<file path="src/rtl/serial_rx_pkg.sv">
package serial_rx_pkg;

    typedef enum logic [1:0] {
        RX_IDLE  = 2'd0,
        RX_START = 2'd1,
        RX_DATA  = 2'd2,
        RX_STOP  = 2'd3
    } rx_state_e;

endpackage

</file>
<file path="src/rtl/serial_rx_baud.sv">
module serial_rx_baud #(
    parameter int CNT_W    = 8,
    parameter int PRESCALE = 8
) (
    input  logic             clk,
    input  logic             rst_n,
    input  logic             src_sel,
    input  logic [CNT_W-1:0] reload,
    output logic             tick
);
    localparam int PRE_W = (PRESCALE > 1) ? $clog2(PRESCALE) : 1;
    localparam logic [PRE_W-1:0] PRE_LAST = PRE_W'(PRESCALE - 1);

    typedef struct packed {
        logic [PRE_W-1:0] pre;
        logic [CNT_W-1:0] cnt;
        logic             tick;
    } baud_t;

    baud_t baud_d, baud_q;
    logic  src_ce;

    always_comb begin
        baud_d      = baud_q;
        baud_d.tick = 1'b0;
        // prescaler runs freely; it only matters when the divided source is chosen
        baud_d.pre  = (baud_q.pre == PRE_LAST) ? '0 : baud_q.pre + 1'b1;
        src_ce      = src_sel ? (baud_q.pre == PRE_LAST) : 1'b1;
        if (src_ce) begin
            if (baud_q.cnt == '0) begin
                baud_d.cnt  = reload;
                baud_d.tick = 1'b1;
            end else begin
                baud_d.cnt  = baud_q.cnt - 1'b1;
            end
        end
    end

    always_ff @(posedge clk or negedge rst_n) begin
        if (!rst_n) baud_q <= '0;
        else        baud_q <= baud_d;
    end

    assign tick = baud_q.tick;
endmodule

</file>
<file path="src/rtl/serial_rx_sync.sv">
module serial_rx_sync #(
    parameter int STAGES = 2
) (
    input  logic clk,
    input  logic rst_n,
    input  logic rxd,
    output logic line,
    output logic fall
);
    // STAGES synchroniser flops plus one history flop for edge detection
    logic [STAGES:0] sh_d, sh_q;

    always_comb begin
        sh_d = {sh_q[STAGES-1:0], rxd};
    end

    always_ff @(posedge clk or negedge rst_n) begin
        if (!rst_n) sh_q <= '1;
        else        sh_q <= sh_d;
    end

    assign line = sh_q[STAGES-1];
    assign fall = sh_q[STAGES] & ~sh_q[STAGES-1];
endmodule

</file>
<file path="src/rtl/serial_rx_core.sv">
module serial_rx_core
    import serial_rx_pkg::*;
#(
    parameter int DATA_W = 8,
    parameter int OVS    = 16
) (
    input  logic              clk,
    input  logic              rst_n,
    input  logic              enable,
    input  logic              tick,
    input  logic              line,
    input  logic              fall,
    output logic              done,
    output logic              stop_err,
    output logic              busy,
    output logic [DATA_W-1:0] data
);
    localparam int OVS_W = $clog2(OVS);
    localparam int BIT_W = $clog2(DATA_W + 1);
    localparam logic [OVS_W-1:0] SAMPLE_AT = OVS_W'(OVS / 2 - 1);
    localparam logic [OVS_W-1:0] OVS_LAST  = OVS_W'(OVS - 1);
    localparam logic [BIT_W-1:0] BIT_LAST  = BIT_W'(DATA_W - 1);

    typedef struct packed {
        rx_state_e         state;
        logic [OVS_W-1:0]  ovs;
        logic [BIT_W-1:0]  bits;
        logic [DATA_W-1:0] shreg;
        logic              done;
        logic              ferr;
    } core_t;

    core_t core_d, core_q;
    logic  sample;

    always_comb begin
        core_d      = core_q;
        core_d.done = 1'b0;
        // mid-bit point: the (OVS/2)-th tick counted from the start edge
        sample      = tick && (core_q.ovs == SAMPLE_AT);
        if (!enable) begin
            core_d.state = RX_IDLE;
            core_d.ovs   = '0;
            core_d.bits  = '0;
        end else if (core_q.state == RX_IDLE) begin
            if (fall) begin
                core_d.state = RX_START;
                core_d.ovs   = '0;
                core_d.bits  = '0;
            end
        end else begin
            if (tick) begin
                core_d.ovs = (core_q.ovs == OVS_LAST) ? '0 : core_q.ovs + 1'b1;
            end
            if (sample) begin
                unique case (core_q.state)
                    RX_START: begin
                        core_d.state = line ? RX_IDLE : RX_DATA;
                    end
                    RX_DATA: begin
                        core_d.shreg = {line, core_q.shreg[DATA_W-1:1]};
                        core_d.bits  = core_q.bits + 1'b1;
                        if (core_q.bits == BIT_LAST) core_d.state = RX_STOP;
                    end
                    RX_STOP: begin
                        core_d.done  = 1'b1;
                        core_d.ferr  = ~line;
                        core_d.state = RX_IDLE;
                    end
                    default: core_d.state = RX_IDLE;
                endcase
            end
        end
    end

    always_ff @(posedge clk or negedge rst_n) begin
        if (!rst_n) begin
            core_q       <= '0;
            core_q.state <= RX_IDLE;
        end else begin
            core_q       <= core_d;
        end
    end

    assign done     = core_q.done;
    assign stop_err = core_q.ferr;
    assign busy     = (core_q.state != RX_IDLE);
    assign data     = core_q.shreg;
endmodule

</file>
<file path="src/rtl/serial_rx.sv">
module serial_rx #(
    parameter int CNT_W       = 8,
    parameter int PRESCALE    = 8,
    parameter int OVS         = 16,
    parameter int DATA_W      = 8,
    parameter int SYNC_STAGES = 2
) (
    input  logic              clk,
    input  logic              rst_n,
    input  logic              src_sel,
    input  logic [CNT_W-1:0]  reload,
    input  logic              rx_en,
    input  logic              flow_en,
    input  logic              rts_sel,
    input  logic              rxd,
    input  logic              rd_stb,
    input  logic              irq_ack,
    input  logic              irq_clr,
    output logic [DATA_W-1:0] rx_data,
    output logic              rx_full,
    output logic              irq_req,
    output logic              frame_err,
    output logic              overrun,
    output logic              rts_n
);
    typedef struct packed {
        logic [DATA_W-1:0] buf_data;
        logic              full;
        logic              irq;
        logic              ferr;
        logic              ovr;
        logic              rts_n;
    } hold_t;

    hold_t             hold_d, hold_q;
    logic              os_tick;
    logic              line_s;
    logic              line_fall;
    logic              core_done;
    logic              core_ferr;
    logic              core_busy;
    logic [DATA_W-1:0] core_data;

    serial_rx_baud #(.CNT_W(CNT_W), .PRESCALE(PRESCALE)) u_baud (
        .clk     (clk),
        .rst_n   (rst_n),
        .src_sel (src_sel),
        .reload  (reload),
        .tick    (os_tick)
    );

    serial_rx_sync #(.STAGES(SYNC_STAGES)) u_sync (
        .clk   (clk),
        .rst_n (rst_n),
        .rxd   (rxd),
        .line  (line_s),
        .fall  (line_fall)
    );

    serial_rx_core #(.DATA_W(DATA_W), .OVS(OVS)) u_core (
        .clk      (clk),
        .rst_n    (rst_n),
        .enable   (rx_en),
        .tick     (os_tick),
        .line     (line_s),
        .fall     (line_fall),
        .done     (core_done),
        .stop_err (core_ferr),
        .busy     (core_busy),
        .data     (core_data)
    );

    always_comb begin
        hold_d = hold_q;
        if (rd_stb)             hold_d.full = 1'b0;
        if (irq_ack || irq_clr) hold_d.irq  = 1'b0;
        if (core_done) begin
            // a completing byte takes priority over any clearing strobe
            hold_d.buf_data = core_data;
            hold_d.full     = 1'b1;
            hold_d.irq      = 1'b1;
            hold_d.ferr     = core_ferr;
            hold_d.ovr      = hold_q.full & ~rd_stb;
        end
        hold_d.rts_n = ~(flow_en & rts_sel & rx_en & ~hold_q.full);
    end

    always_ff @(posedge clk or negedge rst_n) begin
        if (!rst_n) begin
            hold_q       <= '0;
            hold_q.rts_n <= 1'b1;
        end else begin
            hold_q       <= hold_d;
        end
    end

    assign rx_data   = hold_q.buf_data;
    assign rx_full   = hold_q.full;
    assign irq_req   = hold_q.irq;
    assign frame_err = hold_q.ferr;
    assign overrun   = hold_q.ovr;
    assign rts_n     = hold_q.rts_n;
endmodule

</file>
<file path="config.mk">
export PLATFORM = sky130hd
export DESIGN_NAME = serial_rx
export DESIGN_NICKNAME = d
export VERILOG_FILES = /design/src/rtl/serial_rx_pkg.sv /design/src/rtl/serial_rx_baud.sv /design/src/rtl/serial_rx_sync.sv /design/src/rtl/serial_rx_core.sv /design/src/rtl/serial_rx.sv
export SDC_FILE = /design/constraint.sdc
export NUM_CORES = 1
export LEC_CHECK = 0
export ABC_AREA = 0
export BUFFER_PORTS_ARGS = -buffer_cell sky130_fd_sc_hd__buf_2
export CAP_MARGIN = 15
export CORE_MARGIN = 5
export CORE_UTILIZATION = 60
export DETAILED_ROUTE_END_ITERATION = 8
export PLACE_DENSITY = 0.89
export SYNTH_ARGS = -nofsm -noshare
export SYNTH_HDL_FRONTEND = slang
export SYNTH_HIERARCHICAL = 1
export SYNTH_SLANG_ARGS = --single-unit
</file>
<file path="constraint.sdc">
create_clock -name clk -period 4.48 [get_ports clk]
set_input_delay 0.672 -clock clk [delete_from_list [all_inputs] [get_ports clk]]
set_output_delay 0.672 -clock clk [all_outputs]
set_load 0.02 [all_outputs]
</file>
==> metrics.cfg, run 1 <==
[run_status]
status=completed

[layout]
diodes=0
stdcell_area_mm2=0.00263
instances_no_fill=275
drive_gt1_share_pct=32.4
final_nets=252
final_util_pct=66.7
areaGrowthSynthToFinish_pct=9.25
fillers=276

[logic_synthesis]
synth.largest_area_cell=dfrtp_1
syn_area_mm2=0.00241
synth-edff-count=0
synth_xor_area_share_pct=0.727
synthSimpleGateAreaFrac_pct=15.3
synth-seq-cells=48
synth-compound-area-share_pct=11.1
synth_area_leaders=dfrtp_1 46%, mux2_4 9.4%, ha_1 5.2%, dfstp_2 4.4%, buf_4 2.5%
synthAdderAreaFrac_pct=5.19
synth_cell_types=53
synth_top_family_by_area=simple AND/OR/NAND/NOR gates
yosysWarningCount=6
synthArstFlopShare_pct=100
synth_top_area_share_pct=45.7
synth_mux_area_share_pct=11.6
syn_nets=229
synth-seq-area-share_pct=50.1
synth.avg_cell_area_um2=12.0
synthCells=201
synth_flop_cell=dfrtp_1

[power_and_ir_drop]
switching_share_pct=26.2
ir_worst_vdd_mv=0.238
pwr-share-seq_pct=53.1
power_frac_comb_pct=13.5
p_per_area_mw_per_mm2=363
switchingPower_mw=0.251
clkPwrFrac_pct=33.4
cellInternalPower_mw=0.705
cellLeakagePower_nw=1.28

[sta]
relSlewSlack_pct=32.0
finClkSkew_ns=0.00938
finalSetupTns_ns=0
final.min_clock_period_ns=2.32
clock.fmax_mhz=431
worst_pin_slew_ns=1.02
drv_slew=0
finalSetupViolations=0
fin_crit_sh_pct=51.8
hold_slack_ns=0.365
rsz0062_at_grt=no
hold_viol=0

[worst_setup_path]
crit_fanout=9
required_ns=4.68
worstPathArrival_ns=2.52
path_class=reg -> reg
worstSetupEndpointType=flop
worstSetupStartpointType=flop

[detailed_routing]
wl_mm=4.04
drc=0
drt-pass1-iter-count=4
vias_per_cell=5.57
routedWlPerCell_um=14.7
antenna_left=0
drt_iter0_drc=104
vias=1532

[global_route]
grt_use_total_pct=16.9
antenna_found_initial=0
grt_max_degree=49
grt.overflow.total=0
grt_pass1_wl_mm=6.89
grt_pass1_vias=1543

[flow_run]
drv_cap=0

[clock_network]
path_clk_slew_ns=0.09
cts_root_buffer=clkbuf_8
cts_setup_buffers=0
clk_path_buf_depth=2
clk_latency_ns=0.31
cts.sinks=48
cts_tree=yes
cts_resized=0
cts.hold.buffers_added=0
cts_buffers=5
htreeDepth=2

[die]
core-area_mm2=0.00394
initial_core_util_pct=61.1
die_h_um=73.4
die-area_mm2=0.00538
ios=31
die_w_um=73.4
row_count=23

[placed_design]
dpl_cell_area_mm2=0.00251
gp_congestion=0.869
port_buffers=30
placed_cells=267
dpl.hpwl_mm=2.94

[worst_hold_path]
worstHoldPathType=reg -> reg

cell usage after synthesis (3+ instances only):
library cell and n:
ha_1 10, nor3_1 4, inv_1 10, dfrtp_1 44, nor2_1 10, nand2b_1 5
mux2_4 15, o21ai_0 5, buf_6 3, nand2_1 16, nand3_1 8, nor2b_1 3
buf_4 8, a21oi_1 5, dfstp_2 4, and3_1 3
worst max-delay path, cell delays in order, from the launching register on:
cell and delay, ns:
dfrtp_1 0.49, inv_1 0.13, ha_1 0.27, nand2b_4 0.19
nor3_1 0.24, and3_1 0.54, mux2_4 0.35
worst paths after layout:
path                                   start          endpoint  slack (ns)  cells past startpoint
setup / recovery           u_core/core_q[18]    u_core/data[4]        2.16                      6
hold / removal                u_sync/sh_q[0]    u_sync/sh_q[1]        0.37                      0
setup reg to reg           u_core/core_q[18]    u_core/data[4]        2.16                      6
hold reg to reg               u_sync/sh_q[0]    u_sync/sh_q[1]        0.37                      0
max in group asynchronous              rst_n  u_baud/baud_q[7]        3.32                      1
min in group asynchronous              rst_n        rx_data[7]        0.53                      1
cell usage in the layout (no fill, tap or decap), types with 2 or more instances in the layout:
master	netlist	layout
mux2_2	2	2
dfrtp_1	44	44
o311a_1	2	2
dfstp_2	4	4
mux2_4	15	15
nand4_1	2	2
a21o_2	2	2
inv_1	10	10
o21ai_0	5	5
clkbuf_8	0	5
nor3_1	4	4
o21ai_1	2	2
or3_1	2	2
ha_1	10	10
nand4b_1	2	2
or2_2	2	2
nand3_1	8	8
buf_2	1	30
and3_1	3	3
nor2b_1	3	3
nor2_1	10	10
nand2b_1	5	5
mux2_1	2	2
a21oi_1	5	5
nand2_1	16	16
nor4_1	2	2
clkinv_4	0	2
per-layer routing:
layer	up-vias	part of all wire [%]	global-route usage, %
li1	749	-	-
met1	739	43	19.8
met2	37	48	28.7
met3	7	6.1	4.24
met4	0	2.1	8.45
met5	-	0	0
power by group through the flow:
stage          clock (mW)  sequential (mW)  combinational, mW
3_5_place_dp            0            0.514              0.131
6_report            0.319            0.508              0.129
4_1_cts             0.330            0.506              0.130
5_1_grt             0.345            0.510              0.145
2_1_floorplan           0            0.505             0.0988
3_3_place_gp            0            0.511              0.124
sequential cells by signal, summed over array words and instances (netlist names):
register	cells
u_core/done	1
overrun	1
rx_data	8
u_sync/sh_q	3
rx_full	1
u_baud/tick	1
u_core/data	8
rts_n	1
u_core/core_q	10
frame_err	1
irq_req	1
u_baud/baud_q	11
u_core/stop_err	1
layout make-up:
| type | count | area (µm²) | area share [%] |
|---|---|---|---|
| Timing Repair Buffer | 30 | 150 | 5.71 |
| Clock inverter | 3 | 47.5 | 1.81 |
| Multi-Input combinational cell | 129 | 1060 | 40.2 |
| Tap cell | 50 | 62.6 | 2.38 |
| Inverter | 10 | 37.5 | 1.43 |
| Sequential cell | 48 | 1210 | 45.8 |
| Clock buffer | 5 | 68.8 | 2.62 |
per-stage QoR:
stage               total power [mW]  setup slack, ns
CTS                            0.966             2.18
finish                         0.955             2.16
detailed placement             0.644             2.19
floorplan                      0.603             2.59
global route                    1.00             2.06
global placement               0.635             2.33
kinds of logic (layout without fill, tap and decap cells):
family                     count (synthesis)  in the layout
DFF                                       48             48
muxes                                     20             20
and+or+nand+nor                           65             65
adders and majority gates                 10             10
AOI/OAI and AO/OA                         32             32
buffers and inverters                     24             48
xor gates and xnor gates                   2              2
Power figures use the tool's default switching activity.
==> inputs of run 2 (changes only) <==
--- a/config.mk
+++ b/config.mk
@@ -5,13 +5,13 @@
 export SDC_FILE = /design/constraint.sdc
 export NUM_CORES = 1
 export LEC_CHECK = 0
-export ABC_AREA = 0
+export ABC_AREA = 1
 export BUFFER_PORTS_ARGS = -buffer_cell sky130_fd_sc_hd__buf_2
 export CAP_MARGIN = 15
 export CORE_MARGIN = 5
-export CORE_UTILIZATION = 60
+export CORE_UTILIZATION = 57
 export DETAILED_ROUTE_END_ITERATION = 8
-export PLACE_DENSITY = 0.89
+export PLACE_DENSITY = 0.86
 export SYNTH_ARGS = -nofsm -noshare
 export SYNTH_HDL_FRONTEND = slang
 export SYNTH_HIERARCHICAL = 1
==> constraint.sdc (replaced) <==
create_clock -name clk -period 2.4 [get_ports clk]
set_input_delay 0.36 -clock clk [delete_from_list [all_inputs] [get_ports clk]]
set_output_delay 0.36 -clock clk [all_outputs]
set_load 0.02 [all_outputs]
==> run 2 against run 1 <==
  * Global-route usage rose by 0.46 points
  * Largest power group unchanged
  * Synthesized cell count rose by 48%
  * Design area rose by 2.8%
  * Clock power rose by 80%
  * Combinational power rose to 4.5 times the previous value
  * Area after synthesis rose by 2.4%
  * Sequential power rose by 93%
  * Largest cell class unchanged
==> metrics.cfg, run 2 <==
[logic_synthesis]
syn_area_mm2=0.00247  ; +2.4%
synthAdderAreaFrac_pct=5.07  ; -0.12 points
synth-seq-cells=48  ; unchanged
synth_area_leaders=dfrtp_1 45%, nand2_1 15%, inv_1 5.3%, ha_1 5.1%, dfstp_2 4.3%
synthArstFlopShare_pct=100  ; unchanged
synthTopCellsByCount=99 x nand2_1, 44 x dfrtp_1, 35 x inv_1
synth_top_area_share_pct=44.6  ; -1.1 points
yosysMostFrequentCell=nand2_1
synth-seq-area-share_pct=48.9  ; -1.2 points
synth_mux_area_share_pct=0  ; -12 points
synth.largest_area_cell=dfrtp_1
synth_top_family_by_area=simple AND/OR/NAND/NOR gates
yosysWarningCount=6  ; unchanged
synth-edff-count=0  ; unchanged
synthSimpleGateAreaFrac_pct=28.1  ; +13 points
synth_cell_types=24  ; -55%
synth-compound-area-share_pct=6.24  ; -4.9 points
synth_flop_cell=dfrtp_1
synth_xor_area_share_pct=0.710  ; -0.017 points
synthCells=298  ; +48%
synth.avg_cell_area_um2=8.28  ; -31%
syn_nets=326  ; +42%

[worst_setup_path]
crit_chain=inv_1 -> ha_1 -> inv_2 -> nand2_2 -> nor2_4 -> nand2_4 -> nor2_1 -> nand2_1 -> nand2_1
worst-path-buf-inv=2  ; +1
cp_slowest_cell=dfrtp_1
max_stage_delay_ns=0.44  ; -0.10 ns
worstPathArrival_ns=1.82  ; -0.70 ns
worstSetupEndpointType=flop
required_ns=2.65  ; -2.03 ns
r2r-end=u_core/core_q[13]
path_class=reg -> reg
path_common_cell=nand2_1
worstSetupStartpointType=flop
crit_fanout=17  ; +8
rrSetupSlack_ns=0.83  ; -1.33 ns
path_delay_family=simple AND/OR/NAND/NOR gates
rr_worst_depth=9  ; +3
r2r_start=u_core/core_q[18]

[clock_network]
cts_setup_buffers=0  ; unchanged
clk_path_buf_depth=2  ; unchanged
cts_tree=yes
cts.hold.buffers_added=0  ; unchanged
clk_latency_ns=0.30  ; about the same
path_clk_slew_ns=0.09  ; about the same
cts_root_buffer=clkbuf_8
cts.sinks=48  ; unchanged
htreeDepth=2  ; unchanged
cts_resized=0  ; unchanged
cts_buffers=5  ; unchanged

[global_route]
grt.overflow.total=0  ; unchanged
antenna_found_initial=0  ; unchanged
grt_pass1_wl_mm=7.56  ; +9.6%
grt_use_total_pct=17.4  ; +0.46 points
grt_pass1_vias=1852  ; +20%
grt_max_degree=27  ; -45%

[power_and_ir_drop]
switching_share_pct=34.1  ; +7.9 points
pwr-share-seq_pct=45.9  ; -7.2 points
design_power_total_mw=2.13  ; +120%
ir_worst_vdd_mv=0.573  ; +140%
cellLeakagePower_nw=1.56  ; +22%
p_per_area_mw_per_mm2=789  ; +120%
switchingPower_mw=0.728  ; +190%
clkPwrFrac_pct=26.9  ; -6.5 points
cellInternalPower_mw=1.41  ; +99%
power_frac_comb_pct=27.2  ; +14 points

[sta]
fin_crit_sh_pct=65.6  ; +14 points
finalSetupTns_ns=0  ; unchanged
hold_slack_ns=0.0372  ; -0.328 ns
rsz0062_at_grt=no
finClkSkew_ns=0.00657  ; -0.00280 ns
final.min_clock_period_ns=1.57  ; -0.746 ns
drv_slew=0  ; unchanged
hold_viol=0  ; unchanged
clock.fmax_mhz=635  ; +47%
finalSetupViolations=0  ; unchanged
relSlewSlack_pct=62.7  ; +31 points
worst_pin_slew_ns=0.560  ; -0.461 ns

[layout]
drive_gt1_share_pct=21.5  ; -11 points
largest_registers=u_baud/baud_q: 11 flops, u_core/core_q: 10 flops
stdcell_area_mm2=0.00270  ; +2.8%
final_nets=353  ; +40%
largest_register_ffs=11  ; unchanged
areaGrowthSynthToFinish_pct=9.58
fillers=369  ; +34%
top_register=u_baud/baud_q
layout_common_cells=99 x nand2_1, 44 x dfrtp_1, 35 x inv_1, 30 x buf_2, 27 x nor2_1
final_common_cell=nand2_1
diodes=0  ; unchanged

[placed_design]
dpl_cell_area_mm2=0.00259  ; +3.1%
port_buffers=30  ; unchanged
gp_congestion=0.831  ; -4.4%
dpl.hpwl_mm=3.19  ; +8.6%

[die]
die_h_um=75.8  ; +3.3%
ios=31  ; unchanged
initial_core_util_pct=57.9  ; -3.2 points
core-area_mm2=0.00426  ; +8.2%
die-area_mm2=0.00574  ; +6.7%
row_count=24  ; +4.3%
die_w_um=75.8  ; +3.3%

[detailed_routing]
antenna_left=0  ; unchanged
routedWlPerCell_um=11.2  ; -24%
drt-pass1-iter-count=4  ; unchanged
drt_iter0_drc=73  ; -30%
wl_mm=4.24  ; +4.9%
drc=0  ; unchanged
vias_per_cell=4.94  ; -11%
vias=1869  ; +22%

[worst_hold_path]
worstHoldPathType=in -> async

[flow_run]
drv_cap=0  ; unchanged

[run_status]
status=completed

## run 2: changes by cell type after synthesis, sizes merged, moves of 3 or more
cell	change
o21ai	+6
and3	-3
inv	+30
a21oi	+4
nand3	+13
nand2b	-6
nor4	-3
nor3	-3
nor2b	-4
nand2	+86
nor2	+22
mux2	-19
## run 2: worst max-delay path by stage
stage | endpoint | cells past startpoint | from
6_report | u_core/core_q[13] | 9 | u_core/core_q[18]
5_1_grt | u_core/core_q[13] | 9 | u_core/core_q[18]
4_1_cts | u_core/data[2] | 8 | u_core/core_q[18]
3_5_place_dp | u_core/core_q[11] | 9 | u_core/core_q[18]
3_3_place_gp | u_core/core_q[11] | 9 | u_core/core_q[18]
2_1_floorplan | u_baud/baud_q[7] | 7 | u_baud/baud_q[9]
## run 2: layer usage
metal / vias to the layer above / GRT usage (%) / wire (µm)
met3: 7 / 4.49 / 242
met1: 854 / 20.0 / 1870
li1: 964 / - / -
met4: 0 / 6.80 / 76
met2: 44 / 30.6 / 2050
met5: - / 0 / 0
## run 2: kinds of logic after synthesis
family | count (synthesis)
fa+ha+maj | 10
xor+xnor | 2
compound gates | 24
simple gates | 160
buf+inv | 54
flops | 48
## run 2: power by group through the flow
stage,logic [mW],registers [mW],clock network [mW]
6_report,0.581,0.979,0.574
5_1_grt,0.674,0.991,0.624
4_1_cts,0.585,0.979,0.592
3_5_place_dp,0.583,0.993,0
3_3_place_gp,0.553,0.988,0
2_1_floorplan,0.465,0.977,0
## run 2: through the flow
stage,util [%],setup slack [ns],cells
after floorplan,-,0.989,298
after global placement,60.8,0.924,370
after detailed placement,60.8,0.848,370
after CTS,63.4,0.816,378
after global routing,63.4,0.679,378
final,63.4,0.826,378
## run 2: area by class of cell
cell class / count / area [µm²] / share of cell area (%)
Sequential cell: 48 / 1210 / 44.6
Multi-Input combinational cell: 196 / 990 / 36.6
Timing Repair Buffer: 33 / 173 / 6.39
Inverter: 41 / 159 / 5.88
Clock buffer: 5 / 68.8 / 2.55
Tap cell: 52 / 65.1 / 2.41
Clock inverter: 3 / 42.5 / 1.57
==> inputs of run 3 (changes only) <==
==> constraint.sdc (replaced) <==
create_clock -name clk -period 1.59 [get_ports clk]
set_input_delay 0.2385 -clock clk [delete_from_list [all_inputs] [get_ports clk]]
set_output_delay 0.2385 -clock clk [all_outputs]
set_load 0.02 [all_outputs]
==> run 3 against run 2 <==
  * Highest routed layer unchanged
  * Sequential power grew 50%
  * Combinational power is 58% higher
  * First-iteration DRC count down 9.6%
  * Worst setup slack lost 0.71 ns
  * Total power increased by 52%
  * Count of clock-buffer cells in the layout rose by 2
  * Routed wire length increased by 2.2%
  * Register-to-register slack got worse by 0.71 ns
==> metrics.cfg, run 3 (synthesized netlist as in run 2, its figures left out) <==
[worst_setup_path]
worstSetupStartpointType=flop
worstSetupStartpoint=u_core/core_q[19]
crit_fanout=6  ; -11
required_ns=1.78  ; -0.87 ns
max_stage_delay_ns=0.41  ; -0.03 ns
path_common_cell=nand2_1
cp_slowest_cell=dfrtp_1
crit_chain=inv_1 -> ha_2 -> inv_2 -> nand2_2 -> inv_2 -> nand2_1 -> nand3_1 -> nand2_1 -> nand2_1
r2r_start=u_core/core_q[19]
worstPathArrival_ns=1.66  ; -0.16 ns
worstSetupEndpointType=flop
path_class=reg -> reg

[layout]
largest_register_ffs=11  ; unchanged
largest_registers=u_baud/baud_q: 11 flops, u_core/core_q: 10 flops
drive_gt1_share_pct=21.7  ; +0.24 points
layout_common_cells=99 x nand2_1, 44 x dfrtp_1, 35 x inv_1, 30 x buf_2, 26 x nor2_1
final_util_pct=64.3  ; +0.85 points
top_register=u_baud/baud_q
diodes=0  ; unchanged
final_nets=354  ; +0.28%
areaGrowthSynthToFinish_pct=11.1
final_common_cell=nand2_1

[sta]
finClkSkew_ns=0.00387  ; -0.00271 ns
clock.fmax_mhz=679  ; +6.9%
worst_pin_slew_ns=0.329  ; -0.231 ns
finalSetupViolations=0  ; unchanged
hold_slack_ns=0.0353  ; -0.00188 ns
drv_slew=0  ; unchanged
final.min_clock_period_ns=1.47  ; -0.101 ns
fin_crit_sh_pct=92.6  ; +27 points
rsz0062_at_grt=yes
hold_viol=0  ; unchanged
relSlewSlack_pct=78.1  ; +15 points

[placed_design]
dpl.hpwl_mm=3.16  ; -0.80%
port_buffers=30  ; unchanged
gp_congestion=0.815  ; -2.0%

[global_route]
grt_use_total_pct=17.1  ; -0.24 points
grt_pass1_wl_mm=7.56  ; about the same
grt_use_met2_pct=31.4  ; +0.76 points
grt_pass1_vias=1831  ; -1.1%
antenna_found_initial=0  ; unchanged
grt_use_met1_pct=19.3  ; -0.72 points
grt.overflow.total=0  ; unchanged
grt_busiest_layer=met2
gr-usage-met3_pct=4.09  ; -0.40 points
grt_max_degree=49  ; +81%

[die]
core-area_mm2=0.00426  ; unchanged
ios=31  ; unchanged
row_count=24  ; unchanged
die-area_mm2=0.00574  ; unchanged
die_h_um=75.8  ; unchanged
die_w_um=75.8  ; unchanged
initial_core_util_pct=57.9  ; unchanged

[detailed_routing]
vias=1840  ; -1.6%
drt_iter0_drc=66  ; -9.6%
drc=0  ; unchanged
antenna_left=0  ; unchanged
drt-pass1-iter-count=4  ; unchanged
wl_mm=4.34  ; +2.2%
vias_per_cell=4.85  ; -1.8%
routedWlPerCell_um=11.4  ; +1.9%

[clock_network]
clk_path_buf_depth=2  ; unchanged
cts.sinks=48  ; unchanged
path_clk_slew_ns=0.08  ; about the same
cts_buffers=5  ; unchanged
htreeDepth=2  ; unchanged
clk_latency_ns=0.30  ; about the same
cts_root_buffer=clkbuf_8
cts_tree=yes

[run_status]
status=completed

[worst_hold_path]
hold_start=rxd
worstHoldPathType=in -> reg

[power_and_ir_drop]
p_per_area_mw_per_mm2=1180  ; +50%
ir_worst_vdd_mv=0.743  ; +30%
cellLeakagePower_nw=1.55  ; -0.54%

[flow_run]
drv_cap=0  ; unchanged

[run 3: path summary, 6_finish.rpt]
path / slack [ns] / endpoint / cells after the start
setup reg to reg: 0.12 / u_core/core_q[19] / 9
hold / removal: 0.04 / u_sync/sh_q[0] / 1
min in group asynchronous: 0.45 / rx_data[3] / 3
hold reg to reg: 0.36 / u_sync/sh_q[1] / 0
setup / recovery: 0.12 / u_core/core_q[19] / 9
max in group asynchronous: 0.86 / u_sync/sh_q[2] / 3
[run 3: per-stage QoR]
| stage | instance area, µm² | power [mW] | cells | setup WS (ns) | setup TNS (ns) |
|---|---|---|---|---|---|
| floorplan | 2470 | 2.18 | 298 | 0.179 | 0 |
| global placement | 2610 | 2.35 | 370 | 0.139 | 0 |
| detailed placement | 2610 | 2.39 | 370 | 0.0960 | 0 |
| CTS | 2720 | 3.26 | 379 | 0.0718 | 0 |
| global route | 2740 | 3.48 | 379 | -0.0209 | -0.0437 |
| finish | 2740 | 3.24 | 379 | 0.117 | 0 |
[run 3: where the power goes]
group	internal [mW]	switching, mW
combinational	0.333	0.586
clock	0.470	0.381
sequential	1.35	0.123
[run 3: what timing repair did]
| item | 4_1_cts | 5_1_grt |
|---|---|---|
| setup buffers | 0 | 0 |
| hold buffers | 1 | 0 |
| endpoints found under the setup margin | 0 | 10 |
| gates resized for setup | 0 | 4 |
| hold endpoints to repair | 44 | 0 |
[run 3: cell type report]
class | instances | area [µm²]
clock inverters | 1 | 30.0
repair buffers | 34 | 195
well taps | 52 | 65.1
fillers | 349 | 1520
clock buffers | 7 | 76.3
flip-flops and latches | 48 | 1210
inverters | 41 | 159
multi-input cells | 196 | 1010
[run 3: critical path, delay by kind of cell, from the launching register on]
family	cells	cell delay [ns]
flops	1	0.41
fa+ha+maj	1	0.22
buf+inv	3	0.22
simple gates	5	0.51
[run 3: routing by layer]
metal,vias to the layer above,wire length [µm]
li1,963,-
met1,831,1860
met5,-,0
met4,0,46
met2,42,2170
met3,4,261
